$ cat config.mk
export PLATFORM = sky130hd
export DESIGN_NAME = i2c_pair_slave
export DESIGN_NICKNAME = d
export VERILOG_FILES = /design/src/rtl/i2cps_pkg.sv /design/src/rtl/i2cps_sync.sv /design/src/rtl/i2cps_cond.sv /design/src/rtl/i2cps_engine.sv /design/src/rtl/i2c_pair_slave.sv
export SDC_FILE = /design/constraint.sdc
export NUM_CORES = 1
export LEC_CHECK = 0
export ABC_AREA = 1
export BUFFER_PORTS_ARGS = -buffer_cell sky130_fd_sc_hd__buf_2
export CORE_ASPECT_RATIO = 0.9
export CORE_MARGIN = 5
export CORE_UTILIZATION = 55
export CTS_CLUSTER_SIZE = 14
export DETAILED_ROUTE_END_ITERATION = 6
export GPL_TIMING_DRIVEN = 0
export PLACE_DENSITY = 0.88
export SLEW_MARGIN = 20
export SYNTH_ARGS = -nofsm -noshare
export SYNTH_HDL_FRONTEND = slang
export SYNTH_HIERARCHICAL = 1
export SYNTH_SLANG_ARGS = --single-unit
$ cat constraint.sdc
create_clock -name clk -period 3.75 [get_ports clk]
set_input_delay 0.5625 -clock clk [delete_from_list [all_inputs] [get_ports clk]]
set_output_delay 0.5625 -clock clk [all_outputs]
set_load 0.005 [all_outputs]
$ cat src/rtl/i2cps_pkg.sv
// Shared types and constants for the I2C register-pair slave.
// Assumes byte-wide register addresses and data.
package i2cps_pkg;
    localparam int BYTE_W = 8;
    localparam int CNT_W  = 4;

    // Bus phase of the byte engine
    typedef enum logic [2:0] {
        PH_IDLE,
        PH_RX,
        PH_ACK,
        PH_TX,
        PH_RACK
    } phase_t;

    // Meaning of the byte currently being received
    typedef enum logic [1:0] {
        K_DEV,
        K_REG,
        K_DAT
    } kind_t;
endpackage

$ cat src/rtl/i2cps_sync.sv
// Multi-stage synchronizer for W asynchronous inputs.
// Assumes the inputs idle high (bus released) and resets to that level.
module i2cps_sync #(
    parameter int W      = 2,
    parameter int STAGES = 2
) (
    input  logic         clk,
    input  logic         rst_n,
    input  logic [W-1:0] d,
    output logic [W-1:0] q
);
    logic [W-1:0] pipe [STAGES];

    // First stage captures the raw inputs
    always_ff @(posedge clk) begin
        if (!rst_n) pipe[0] <= '1;
        else        pipe[0] <= d;
    end

    for (genvar s = 1; s < STAGES; s++) begin : g_stage
        // Each later stage copies the stage before it
        always_ff @(posedge clk) begin
            if (!rst_n) pipe[s] <= '1;
            else        pipe[s] <= pipe[s-1];
        end
    end

    assign q = pipe[STAGES-1];
endmodule

$ cat src/rtl/i2cps_cond.sv
// Detects SCL edges, START and STOP from the synchronized bus levels.
// Assumes SCL and SDA pass through synchronizers of equal depth.
module i2cps_cond (
    input  logic clk,
    input  logic rst_n,
    input  logic scl_s,
    input  logic sda_s,
    output logic scl_rise,
    output logic scl_fall,
    output logic start_ev,
    output logic stop_ev
);
    logic scl_q, sda_q;

    // Hold the previous synchronized levels
    always_ff @(posedge clk) begin
        if (!rst_n) begin
            scl_q <= 1'b1;
            sda_q <= 1'b1;
        end else begin
            scl_q <= scl_s;
            sda_q <= sda_s;
        end
    end

    assign scl_rise = !scl_q && scl_s;
    assign scl_fall = scl_q && !scl_s;
    assign start_ev = scl_q && scl_s && sda_q && !sda_s;
    assign stop_ev  = scl_q && scl_s && !sda_q && sda_s;
endmodule

$ cat src/rtl/i2cps_engine.sv
// Byte engine: shifts bytes, matches the device address, acknowledges,
// alternates register address and data bytes, and serves reads.
// Assumes single-cycle event strobes from i2cps_cond.
module i2cps_engine
    import i2cps_pkg::*;
#(
    parameter logic [6:0] DEV_ADDR = 7'h60
) (
    input  logic              clk,
    input  logic              rst_n,
    input  logic              sda_s,
    input  logic              scl_rise,
    input  logic              scl_fall,
    input  logic              start_ev,
    input  logic              stop_ev,
    input  logic [BYTE_W-1:0] rf_rdata,
    output logic              sda_pull,
    output logic              rf_we,
    output logic [BYTE_W-1:0] rf_addr,
    output logic [BYTE_W-1:0] rf_wdata
);
    localparam logic [CNT_W-1:0] LAST_BIT = CNT_W'(BYTE_W - 1);
    localparam logic [CNT_W-1:0] FULL     = CNT_W'(BYTE_W);

    phase_t            ph;
    kind_t             kind;
    logic [CNT_W-1:0]  bcnt;
    logic [BYTE_W-1:0] shreg, txsh, ptr, wdata;
    logic              rw, we;

    // Bus state machine with its shift, pointer and strobe registers
    always_ff @(posedge clk) begin
        if (!rst_n) begin
            ph       <= PH_IDLE;
            kind     <= K_DEV;
            bcnt     <= '0;
            shreg    <= '0;
            txsh     <= '0;
            ptr      <= '0;
            wdata    <= '0;
            rw       <= 1'b0;
            we       <= 1'b0;
            sda_pull <= 1'b0;
        end else begin
            we <= 1'b0;
            if (start_ev) begin
                ph       <= PH_RX;
                kind     <= K_DEV;
                bcnt     <= '0;
                sda_pull <= 1'b0;
            end else if (stop_ev) begin
                ph       <= PH_IDLE;
                sda_pull <= 1'b0;
            end else begin
                case (ph)
                    PH_RX: begin
                        if (scl_rise) begin
                            shreg <= {shreg[BYTE_W-2:0], sda_s};
                            bcnt  <= bcnt + 1'b1;
                            if (kind == K_DAT && bcnt == LAST_BIT) begin
                                we    <= 1'b1;
                                wdata <= {shreg[BYTE_W-2:0], sda_s};
                            end
                        end else if (scl_fall && bcnt == FULL) begin
                            bcnt <= '0;
                            if (kind == K_DEV && shreg[BYTE_W-1:1] != DEV_ADDR) begin
                                ph <= PH_IDLE;
                            end else begin
                                ph       <= PH_ACK;
                                sda_pull <= 1'b1;
                                if (kind == K_DEV) rw  <= shreg[0];
                                if (kind == K_REG) ptr <= shreg;
                            end
                        end
                    end
                    PH_ACK: begin
                        if (scl_fall) begin
                            if (kind == K_DEV && rw) begin
                                ph       <= PH_TX;
                                sda_pull <= !rf_rdata[BYTE_W-1];
                                txsh     <= {rf_rdata[BYTE_W-2:0], 1'b0};
                            end else begin
                                ph       <= PH_RX;
                                sda_pull <= 1'b0;
                                kind     <= (kind == K_REG) ? K_DAT : K_REG;
                            end
                        end
                    end
                    PH_TX: begin
                        if (scl_rise) begin
                            bcnt <= bcnt + 1'b1;
                        end else if (scl_fall) begin
                            if (bcnt == FULL) begin
                                ph       <= PH_RACK;
                                sda_pull <= 1'b0;
                                bcnt     <= '0;
                            end else begin
                                sda_pull <= !txsh[BYTE_W-1];
                                txsh     <= {txsh[BYTE_W-2:0], 1'b0};
                            end
                        end
                    end
                    PH_RACK: begin
                        if (scl_rise && sda_s) begin
                            ph <= PH_IDLE;
                        end else if (scl_fall) begin
                            ph       <= PH_TX;
                            sda_pull <= !rf_rdata[BYTE_W-1];
                            txsh     <= {rf_rdata[BYTE_W-2:0], 1'b0};
                        end
                    end
                    default: ;
                endcase
            end
        end
    end

    assign rf_we    = we;
    assign rf_addr  = ptr;
    assign rf_wdata = wdata;
endmodule

$ cat src/rtl/i2c_pair_slave.sv
// Top of the I2C register-pair slave: synchronizer, bus-condition
// detector and byte engine. Assumes clk runs well above the SCL rate.
module i2c_pair_slave #(
    parameter logic [6:0] DEV_ADDR    = 7'h60,
    parameter int         SYNC_STAGES = 2
) (
    input  logic       clk,
    input  logic       rst_n,
    input  logic       scl_in,
    input  logic       sda_in,
    output logic       sda_pull,
    output logic       rf_we,
    output logic [7:0] rf_addr,
    output logic [7:0] rf_wdata,
    input  logic [7:0] rf_rdata
);
    logic [1:0] bus_s;
    logic       scl_rise, scl_fall, start_ev, stop_ev;

    i2cps_sync #(.W(2), .STAGES(SYNC_STAGES)) u_sync (
        .clk   (clk),
        .rst_n (rst_n),
        .d     ({scl_in, sda_in}),
        .q     (bus_s)
    );

    i2cps_cond u_cond (
        .clk      (clk),
        .rst_n    (rst_n),
        .scl_s    (bus_s[1]),
        .sda_s    (bus_s[0]),
        .scl_rise (scl_rise),
        .scl_fall (scl_fall),
        .start_ev (start_ev),
        .stop_ev  (stop_ev)
    );

    i2cps_engine #(.DEV_ADDR(DEV_ADDR)) u_eng (
        .clk      (clk),
        .rst_n    (rst_n),
        .sda_s    (bus_s[0]),
        .scl_rise (scl_rise),
        .scl_fall (scl_fall),
        .start_ev (start_ev),
        .stop_ev  (stop_ev),
        .rf_rdata (rf_rdata),
        .sda_pull (sda_pull),
        .rf_we    (rf_we),
        .rf_addr  (rf_addr),
        .rf_wdata (rf_wdata)
    );
endmodule

== Word level (Yosys, flattened, before mapping) ==
Memories as Yosys holds them, arrays and structs flattened.
Cells that the tools add are included.

* Register bits after elaboration: 46
* Latch bits: 0
* RAM bits: 4
* ROM bits: 0
* Input bits: 12
* Word-level logic and storage cells: 135
* Memories kept: 1

* Add/sub/neg operators: 1
* $mul: 0
* Divide/modulo/power cells: 0
* Order comparisons: 0
* Eq/ne operators: 31
* Shift operators: 0
* Muxes and demuxes: 44
* Bitwise gates (word level): 9
* Reductions and logical operators: 36

{| class="wikitable"
|+ Memories
! name !! depth !! width !! rd ports !! clocked after Yosys merged registers in !! wr ports !! line !! source
|-
| u_sync.pipe || 2 || 2 || 2 || 0 || 2 || i2cps_sync.sv:12 || <nowiki>logic [W-1:0] pipe [STAGES];</nowiki>
|}

{| class="wikitable"
|+ Operators with widths
! cell !! number
|-
| two-way mux 8 bit || 7
|-
| two-way mux 3 bit || 8
|-
| one-hot mux 8 bit (3 select lines) || 1
|-
| two-way mux 4 bit || 5
|-
| inequality test 4 x 3 -> 1 bit (second input constant) || 4
|-
| AND reduction 8 bit || 2
|-
| two-way mux 1 bit || 15
|-
| AND reduction 7 bit || 2
|-
| logical AND 1 bit || 12
|-
| inequality test 2 x 1 -> 1 bit (second input constant) || 6
|-
| inequality test 3 x 1 -> 1 bit (second input constant) || 4
|-
| one-hot mux 3 bit (4 select lines) || 1
|-
| two-way mux 2 bit || 5
|-
| inequality test 2 bit (second input constant) || 5
|-
| AND reduction 10 bit || 1
|-
| AND reduction 5 bit || 2
|-
| AND reduction 9 bit || 1
|-
| inequality test 4 bit (second input constant) || 2
|-
| one-hot mux 4 bit (2 select lines) || 1
|-
| AND reduction 4 bit || 2
|-
| inequality test 7 bit (second input constant) || 1
|-
| NOT 1 bit || 7
|-
| == test 3 x 2 -> 1 bit (second input constant) || 2
|-
| zero test 1 bit || 6
|-
| 18 further kinds || 19
|}

== Logic depth before layout (Yosys ltp) ==
Gate-level depths: netlist (run 1).
An unclocked memory read counts as a cell.

* Depth after elaboration: 9
* Mapped depth: 13

== Modules after synthesis ==
Netlist (run 1), hierarchy kept.

{| class="wikitable"
|+ Modules (own cells, without submodules)
! module !! instances !! cells an instance !! area each (um2) !! seq. area each (um2)
|-
| i2cps_engine || 1 || 337 || 2,230.9 || 860.8
|-
| i2cps_sync || 1 || 12 || 110.1 || 80.1
|-
| i2cps_cond || 1 || 15 || 88.8 || 40.0
|}

== Worst setup path before layout (run 1) ==
No wires, ideal clock.

* Path type: register to register
* From: register u_eng.bcnt[0]
* To: register u_eng.ptr[0], in the netlist u_eng/rf_addr[0]
* Setup time: 113 ps
* Arrival: 1,498 ps
* Setup slack: 2,139 ps
* Cell stages (with the launch flop): 11
* Clock period less this slack: 1,611 ps
* Path through: dfxtp_1 -> inv_1 -> ha_1 -> nand2_1 -> nor2_1 -> nand2_1 -> nor3_1 -> nand4_2 -> buf_2 -> nor2_1 -> nor2_1

* Cells in the longest elaborated chain, start to end: 3

{| class="wikitable"
|+ Ends and longest elaborated chain
! what !! line !! source
|-
| start: declaration || i2cps_engine.sv:27 || <nowiki>logic [CNT_W-1:0] bcnt;</nowiki>
|-
| start signal: assignment || i2cps_engine.sv:59 || <nowiki>bcnt <= bcnt + 1'b1;</nowiki>
|-
| start signal: assignment || i2cps_engine.sv:91 || <nowiki>bcnt <= bcnt + 1'b1;</nowiki>
|-
| == test 4 bit || i2cps_engine.sv:64 || <nowiki>end else if (scl_fall && bcnt == FULL) begin</nowiki>
|-
| logical AND 1 bit || i2cps_engine.sv:64 ||
|-
| AND reduction 7 bit (no source line) || n/a ||
|-
| end signal: assignment || i2cps_engine.sv:72 || <nowiki>if (kind == K_REG) ptr <= shreg;</nowiki>
|-
| end: declaration || i2cps_engine.sv:28 || <nowiki>logic [BYTE_W-1:0] shreg, txsh, ptr, wdata;</nowiki>
|}

No other way between the ends.
A chain may end at the register's enable or synchronous reset.

==> results of run 1 <==
[worst min-delay path: stages (launching register included)]
cell	delay, ns
dfxtp_1	0.31
inv_1	0.04
nand2_1	0.04
[cell usage after synthesis, types with 3 or more instances]
cell type  instances
nand2_1           93
nor2_1            56
dfxtp_1           49
inv_1             45
nand3_1           26
nor2_2            18
o21ai_0           16
a21oi_1           13
nand3b_1           7
a211oi_1           5
inv_2              5
o21ai_1            5
nor3_1             4
buf_2              3
clkbuf_1           3
nand4_1            3
[final cells by class]
class	count	area, um^2
fill	435	1630
multi-input combinational	257	1220
buffer	7	41.3
tap	62	77.6
timing repair buffer	29	145
clock buffer	6	82.6
sequential	49	981
clock inverter	1	7.51
inverter	51	191
[layer usage]
layer / vias to the layer above / part of all wire, % / track usage [%]
met3: 7 / 5.5 / 2.96
met4: 0 / 1.2 / 6.75
met2: 71 / 48 / 34.8
li1: 1213 / - / -
met1: 1052 / 45 / 24.9
met5: - / 0 / 0
[metrics by stage]
step / hold WS [ns] / util, % / area, um^2 / setup slack (ns) / power (mW)
2_1_floorplan: 0.380 / - / 2430 / 2.14 / 0.976
3_5_place_dp: 0.392 / 60.6 / 2650 / 1.73 / 1.06
3_3_place_gp: 0.383 / 60.6 / 2650 / 1.79 / 1.05
4_1_cts: 0.412 / 62.7 / 2740 / 1.74 / 1.38
5_1_grt: 0.437 / 62.7 / 2740 / 1.54 / 1.47
6_report: 0.412 / 62.7 / 2740 / 1.71 / 1.37
[cell families after synthesis]
kind of cell	synth area share, %
compound gates	8.86
simple gates	40.2
flops	40.4
buf+inv	9.58
fa+ha+maj	1.03
[placed cells by master, fill, tap and decap left out]
| cell type | count |
|---|---|
| nand3_2 | 2 |
| nor2_4 | 1 |
| nor2_2 | 18 |
| clkinv_1 | 1 |
| buf_8 | 1 |
| clkinvlp_4 | 1 |
| nor2_1 | 56 |
| nor3_4 | 1 |
| nand2_1 | 93 |
| nor3b_1 | 1 |
| nand3_1 | 26 |
| clkbuf_8 | 6 |
| inv_1 | 45 |
| inv_2 | 5 |
| ha_1 | 2 |
| buf_2 | 32 |
| nand4_2 | 1 |
| clkbuf_1 | 3 |
| nand3b_1 | 7 |
| nor3_1 | 4 |
| o21ai_1 | 5 |
| o21ai_0 | 16 |
| nand4_1 | 3 |
| dfxtp_1 | 49 |
| and2_4 | 1 |
| nand2_2 | 1 |
| a211oi_1 | 5 |
| o211ai_1 | 1 |
| a21oi_1 | 13 |
[report_power, final]
group          switching, mW  internal, mW
clock                  0.169         0.146
sequential            0.0462         0.568
combinational          0.281         0.164
total                  0.496         0.878
[path summary, 6_finish.rpt]
kind,from,endpoint,slack (ns),cells past startpoint
max,u_sync/pipe[1][0],u_eng/txsh[2],1.71,10
min,u_sync/pipe[0][0],u_sync/pipe[1][0],0.41,2
max reg2reg,u_sync/pipe[1][0],u_eng/txsh[2],1.71,10
min reg2reg,u_sync/pipe[0][0],u_sync/pipe[1][0],0.41,2
[sequential cells by signal, indices dropped and copies added (netlist names)]
| name | cells |
|---|---|
| u_eng/rf_addr | 8 |
| u_eng/ph | 3 |
| u_sync/pipe | 4 |
| u_cond/scl_q | 1 |
| u_eng/rf_wdata | 8 |
| u_eng/shreg | 8 |
| u_eng/kind | 2 |
| u_eng/sda_pull | 1 |
| u_eng/rf_we | 1 |
| u_eng/txsh | 7 |
| u_cond/sda_q | 1 |
| u_eng/bcnt | 4 |
| u_eng/rw | 1 |
==> flow_summary.toml, run 1 <==
[outcome]
status = "finished clean"

[power]
max-vdd-ir-drop_mv = 0.237
p_leak_nw = 1.37
p_per_area_nw_per_um2 = 501

[yosys]
netlist.area_leader.share_pct = 40.4
synthArstFlopShare_pct = 0
avgSynthCellArea_um2 = 6.68
syn_area_um2 = 2430
yosysSeqAreaShare_pct = 40.4
yosysWarnings = 6
synth_edf_count = 0
synthCells = 364
synth-seq-cells = 49
synth_nets = 378
synth_top_cell_by_area = "dfxtp_1"
synth_flop_cell = "dfxtp_1"
synth_cell_types = 27
yosys-top-cells-area = "dfxtp_1, nand2_1, nor2_1"

[clocking]
cts_sinks = 49
cts_max_level = 2
clock-root-buffer = "clkbuf_8"
clk_path_buf_depth = 2
worst_skew_pair.late_latency_ns = 0.29
cts_setup_buffers = 0
hold_buffers = 0
clk_pin_slew_worst_paths_ns = 0.09
cts_buffers = 5
ctsResizeCount = 0
cts_tree = "done"

[setup_path]
path_class = "reg2reg"
crit_arrival_ns = 2.28
startpoint_type = "flip-flop"
cp-end-kind = "flip-flop"
cp_max_fo = 8
crit_path_top_delay_cell = "dfxtp_1"
cpLargestDelayFamily = "simple AND/OR/NAND/NOR gates"
worstPathCellList = "inv_1 -> nand2_1 -> nor2_1 -> nor2_1 -> nand2_1 -> nor3_4 -> and2_4 -> buf_8 -> nor2_2 -> nor2_2"
max_stage_delay_ns = 0.44
crit_required_ns = 3.99
crit_buf_inv = 2

[sta]
fin_skew_ns = 0.00238
setup_violations = 0
worstMarginPinSlew_ns = 0.479
tns_ns = 0
final_max_slew_viol_count = 0
min_period_ns = 2.04
max_freq_ghz = 0.489
finalHoldViolations = 0
grt_setup_unrepaired = "no"
period_share_pct = 54.5
slew_headroom_pct = 67.9

[global_routing]
grt_start_max_net_pins = 15
grt_pass1_wl_mm = 9.22
grt_use_total_pct = 19.9
overflow = 0
antenna_found_initial = 0
first_global_vias = 2181

[route]
vias = 2343
ant_nets = 0
routedWlPerCell_um = 11.8
vias_per_cell = 5.07
routed_wl_mm = 5.45
drc = 0
first_pass_iters = 6
drtIter0Drc = 176

[die]
die_area_um2 = 5850
coreArea_um2 = 4370
die_h_um = 73.1
die_w_um = 80.1
num_io_pins = 30
fp-row-count = 23
initial_utilization_pct = 55.5

[placed_design]
port_buffers = 29
place_congestion = 0.935
dp.cells = 455
place_hpwl_mm = 4.11

[cells_and_area]
final_nets = 414
drive_gt1_share_pct = 17.5
synthToLayoutAreaGrowth_pct = 12.9
finalNonFillerCells = 462
antenna_cells = 0

[worst_hold_path]
hp-class = "reg2reg"

[run]
cap_violations = 0
Note: power is estimated with default switching activity, not from simulation.
==> inputs of run 2 (changes only) <==
==> constraint.sdc (replaced) <==
create_clock -name clk -period 2.15 [get_ports clk]
set_input_delay 0.3225 -clock clk [delete_from_list [all_inputs] [get_ports clk]]
set_output_delay 0.3225 -clock clk [all_outputs]
set_load 0.005 [all_outputs]
==> run 2 against run 1 <==
Via count about the same. Design area rose by 1.3%. First-iteration DRC count is 19% higher. Total power up 74%. Clock power rose by 75%. Sequential cell count stayed put. Cell count grew 0.87%. Highest routed layer unchanged. Maximum frequency up 1.2%. Setup slack worse by 1.6 ns. Sequential share of layout area shrank 0.45 points. Sequential power rose by 74%.
==> flow_summary.toml, run 2 (synthesized netlist as in run 1, its figures left out) <==
[global_routing]
grt_use_total_pct = 19.9
grt_start_max_net_pins = 15
first_global_vias = 2181
antenna_found_initial = 0
overflow = 0
grt_pass1_wl_mm = 9.22

[power]
p_int_mw = 1.53
clkPwrFrac_pct = 22.9
p_seq_share_pct = 44.7
swShare_pct = 36.1
p_per_area_nw_per_um2 = 863
max-vdd-ir-drop_mv = 0.412
pwr-share-comb_pct = 32.3
p_switching_uw = 865
p_leak_nw = 1.39

[clocking]
worst_skew_pair.late_latency_ns = 0.30
clk_path_buf_depth = 2
cts_tree = "done"
cts_sinks = 49
clk_pin_slew_worst_paths_ns = 0.09
clock-root-buffer = "clkbuf_8"
hold_buffers = 0
cts_max_level = 2
cts_buffers = 5

[route]
first_pass_iters = 4
ant_nets = 0
drtIter0Drc = 210
vias_per_cell = 5.03
routedWlPerCell_um = 11.8
drc = 0
routed_wl_mm = 5.51
vias = 2345

[setup_path]
max_stage_delay_ns = 0.45
critPathLaunch = "u_sync/pipe[1][0]"
crit_required_ns = 2.39
r2r-start = "u_sync/pipe[1][0]"
crit_path_top_delay_cell = "dfxtp_1"
path_class = "reg2reg"
startpoint_type = "flip-flop"
worstPathCellList = "inv_1 -> nand2_1 -> nor2_1 -> nor2_1 -> nand2_1 -> nor3_4 -> and2_4 -> buf_8 -> nor2_2 -> nor2_2"
r2r_cells = 10
cp_max_fo = 8
r2r-end = "u_eng/txsh[2]"
crit_arrival_ns = 2.26
cp-endpoint = "u_eng/txsh[2]"
reg2reg_slack_ns = 0.13
cp-end-kind = "flip-flop"

[sta]
grt_setup_unrepaired = "no"
tns_ns = 0
worstMarginPinSlew_ns = 0.482
layout_setup_ws_ns = 0.132
finalHoldViolations = 0
final_max_slew_viol_count = 0
setup_violations = 0
slew_headroom_pct = 67.8
max_freq_ghz = 0.495
period_share_pct = 93.9
min_period_ns = 2.02
fin_skew_ns = 0.00583

[placed_design]
port_buffers = 29
place_congestion = 0.935
pre_cts_slack_ns = 0.132
placed_area_um2 = 2650
place_hpwl_mm = 4.11

[worst_hold_path]
hp-class = "in2reg"

[die]
fp-row-count = 23
die_area_um2 = 5850
initial_utilization_pct = 55.5
num_io_pins = 30
die_h_um = 73.1
die_w_um = 80.1
coreArea_um2 = 4370

[cells_and_area]
final_nets = 418
layout_commonest_cell = "nand2_1"
postLayoutCellArea_um2 = 2780
layout_common_cells = "nand2_1, nor2_1, dfxtp_1, inv_1, buf_2"
drive_gt1_share_pct = 18.8
antenna_cells = 0
synthToLayoutAreaGrowth_pct = 14.3
fillCellCount = 429

[outcome]
status = "finished clean"

[run]
cap_violations = 0
## run 2: cell count changes in the layout (fill, tap and decap cells not counted), sizes merged
cell / before / now
buf: 33 / 37
## run 2: repair_timing
item,in CTS,in global routing
resized for setup,0,2
setup buffers,0,4
endpoints found under the setup margin,0,4
## run 2: layout make-up
cell class | count | area, um^2 | area share [%]
multi-input cells | 257 | 1220 | 44.0
flip-flops and latches | 49 | 981 | 35.3
inverters | 51 | 191 | 6.89
repair buffers | 33 | 175 | 6.31
clock buffers | 6 | 82.6 | 2.97
well taps | 62 | 77.6 | 2.79
plain buffers | 7 | 41.3 | 1.49
clock inverters | 1 | 7.51 | 0.270
## run 2: power groups by stage
stage | logic, mW | clock network (mW) | registers (mW)
after global routing | 0.880 | 0.606 | 1.09
after detailed placement | 0.765 | 0 | 1.09
after floorplan | 0.628 | 0 | 1.07
final | 0.775 | 0.550 | 1.07
after CTS | 0.768 | 0.572 | 1.07
after global placement | 0.746 | 0 | 1.09
## run 2: how the worst min path moves through the flow
stage | startpoint | end | slack, ns | depth (start not counted)
2_1_floorplan | u_sync/pipe[0][0] | u_sync/pipe[1][0] | 0.38 | 2
3_3_place_gp | u_sync/pipe[0][1] | u_sync/pipe[1][1] | 0.38 | 2
3_5_place_dp | u_sync/pipe[0][0] | u_sync/pipe[1][0] | 0.39 | 2
4_1_cts | scl_in | u_sync/pipe[0][1] | 0.18 | 3
5_1_grt | scl_in | u_sync/pipe[0][1] | 0.20 | 3
6_report | scl_in | u_sync/pipe[0][1] | 0.19 | 3
## run 2: critical path: cells and delay by family (launching register included)
family | cells | cell delay (ns)
buffers and inverters | 2 | 0.20
AND/OR/NAND/NOR | 8 | 1.31
flip-flops | 1 | 0.45
## run 2: stage by stage
step,hold WS [ns],util (%),power (mW),instances
after floorplan,0.380,-,1.70,364
final,0.192,63.5,2.40,466
after CTS,0.183,62.7,2.41,462
after detailed placement,0.392,60.6,1.86,455
after global placement,0.383,60.6,1.83,455
after global routing,0.197,63.5,2.57,466
## run 2: routing by layer
layer | track usage, % | wire length [um] | vias up
li1 | - | - | 1218
met1 | 24.9 | 2490 | 1052
met2 | 34.8 | 2650 | 66
met3 | 2.96 | 298 | 9
met4 | 6.75 | 80 | 0
met5 | 0 | 0 | -
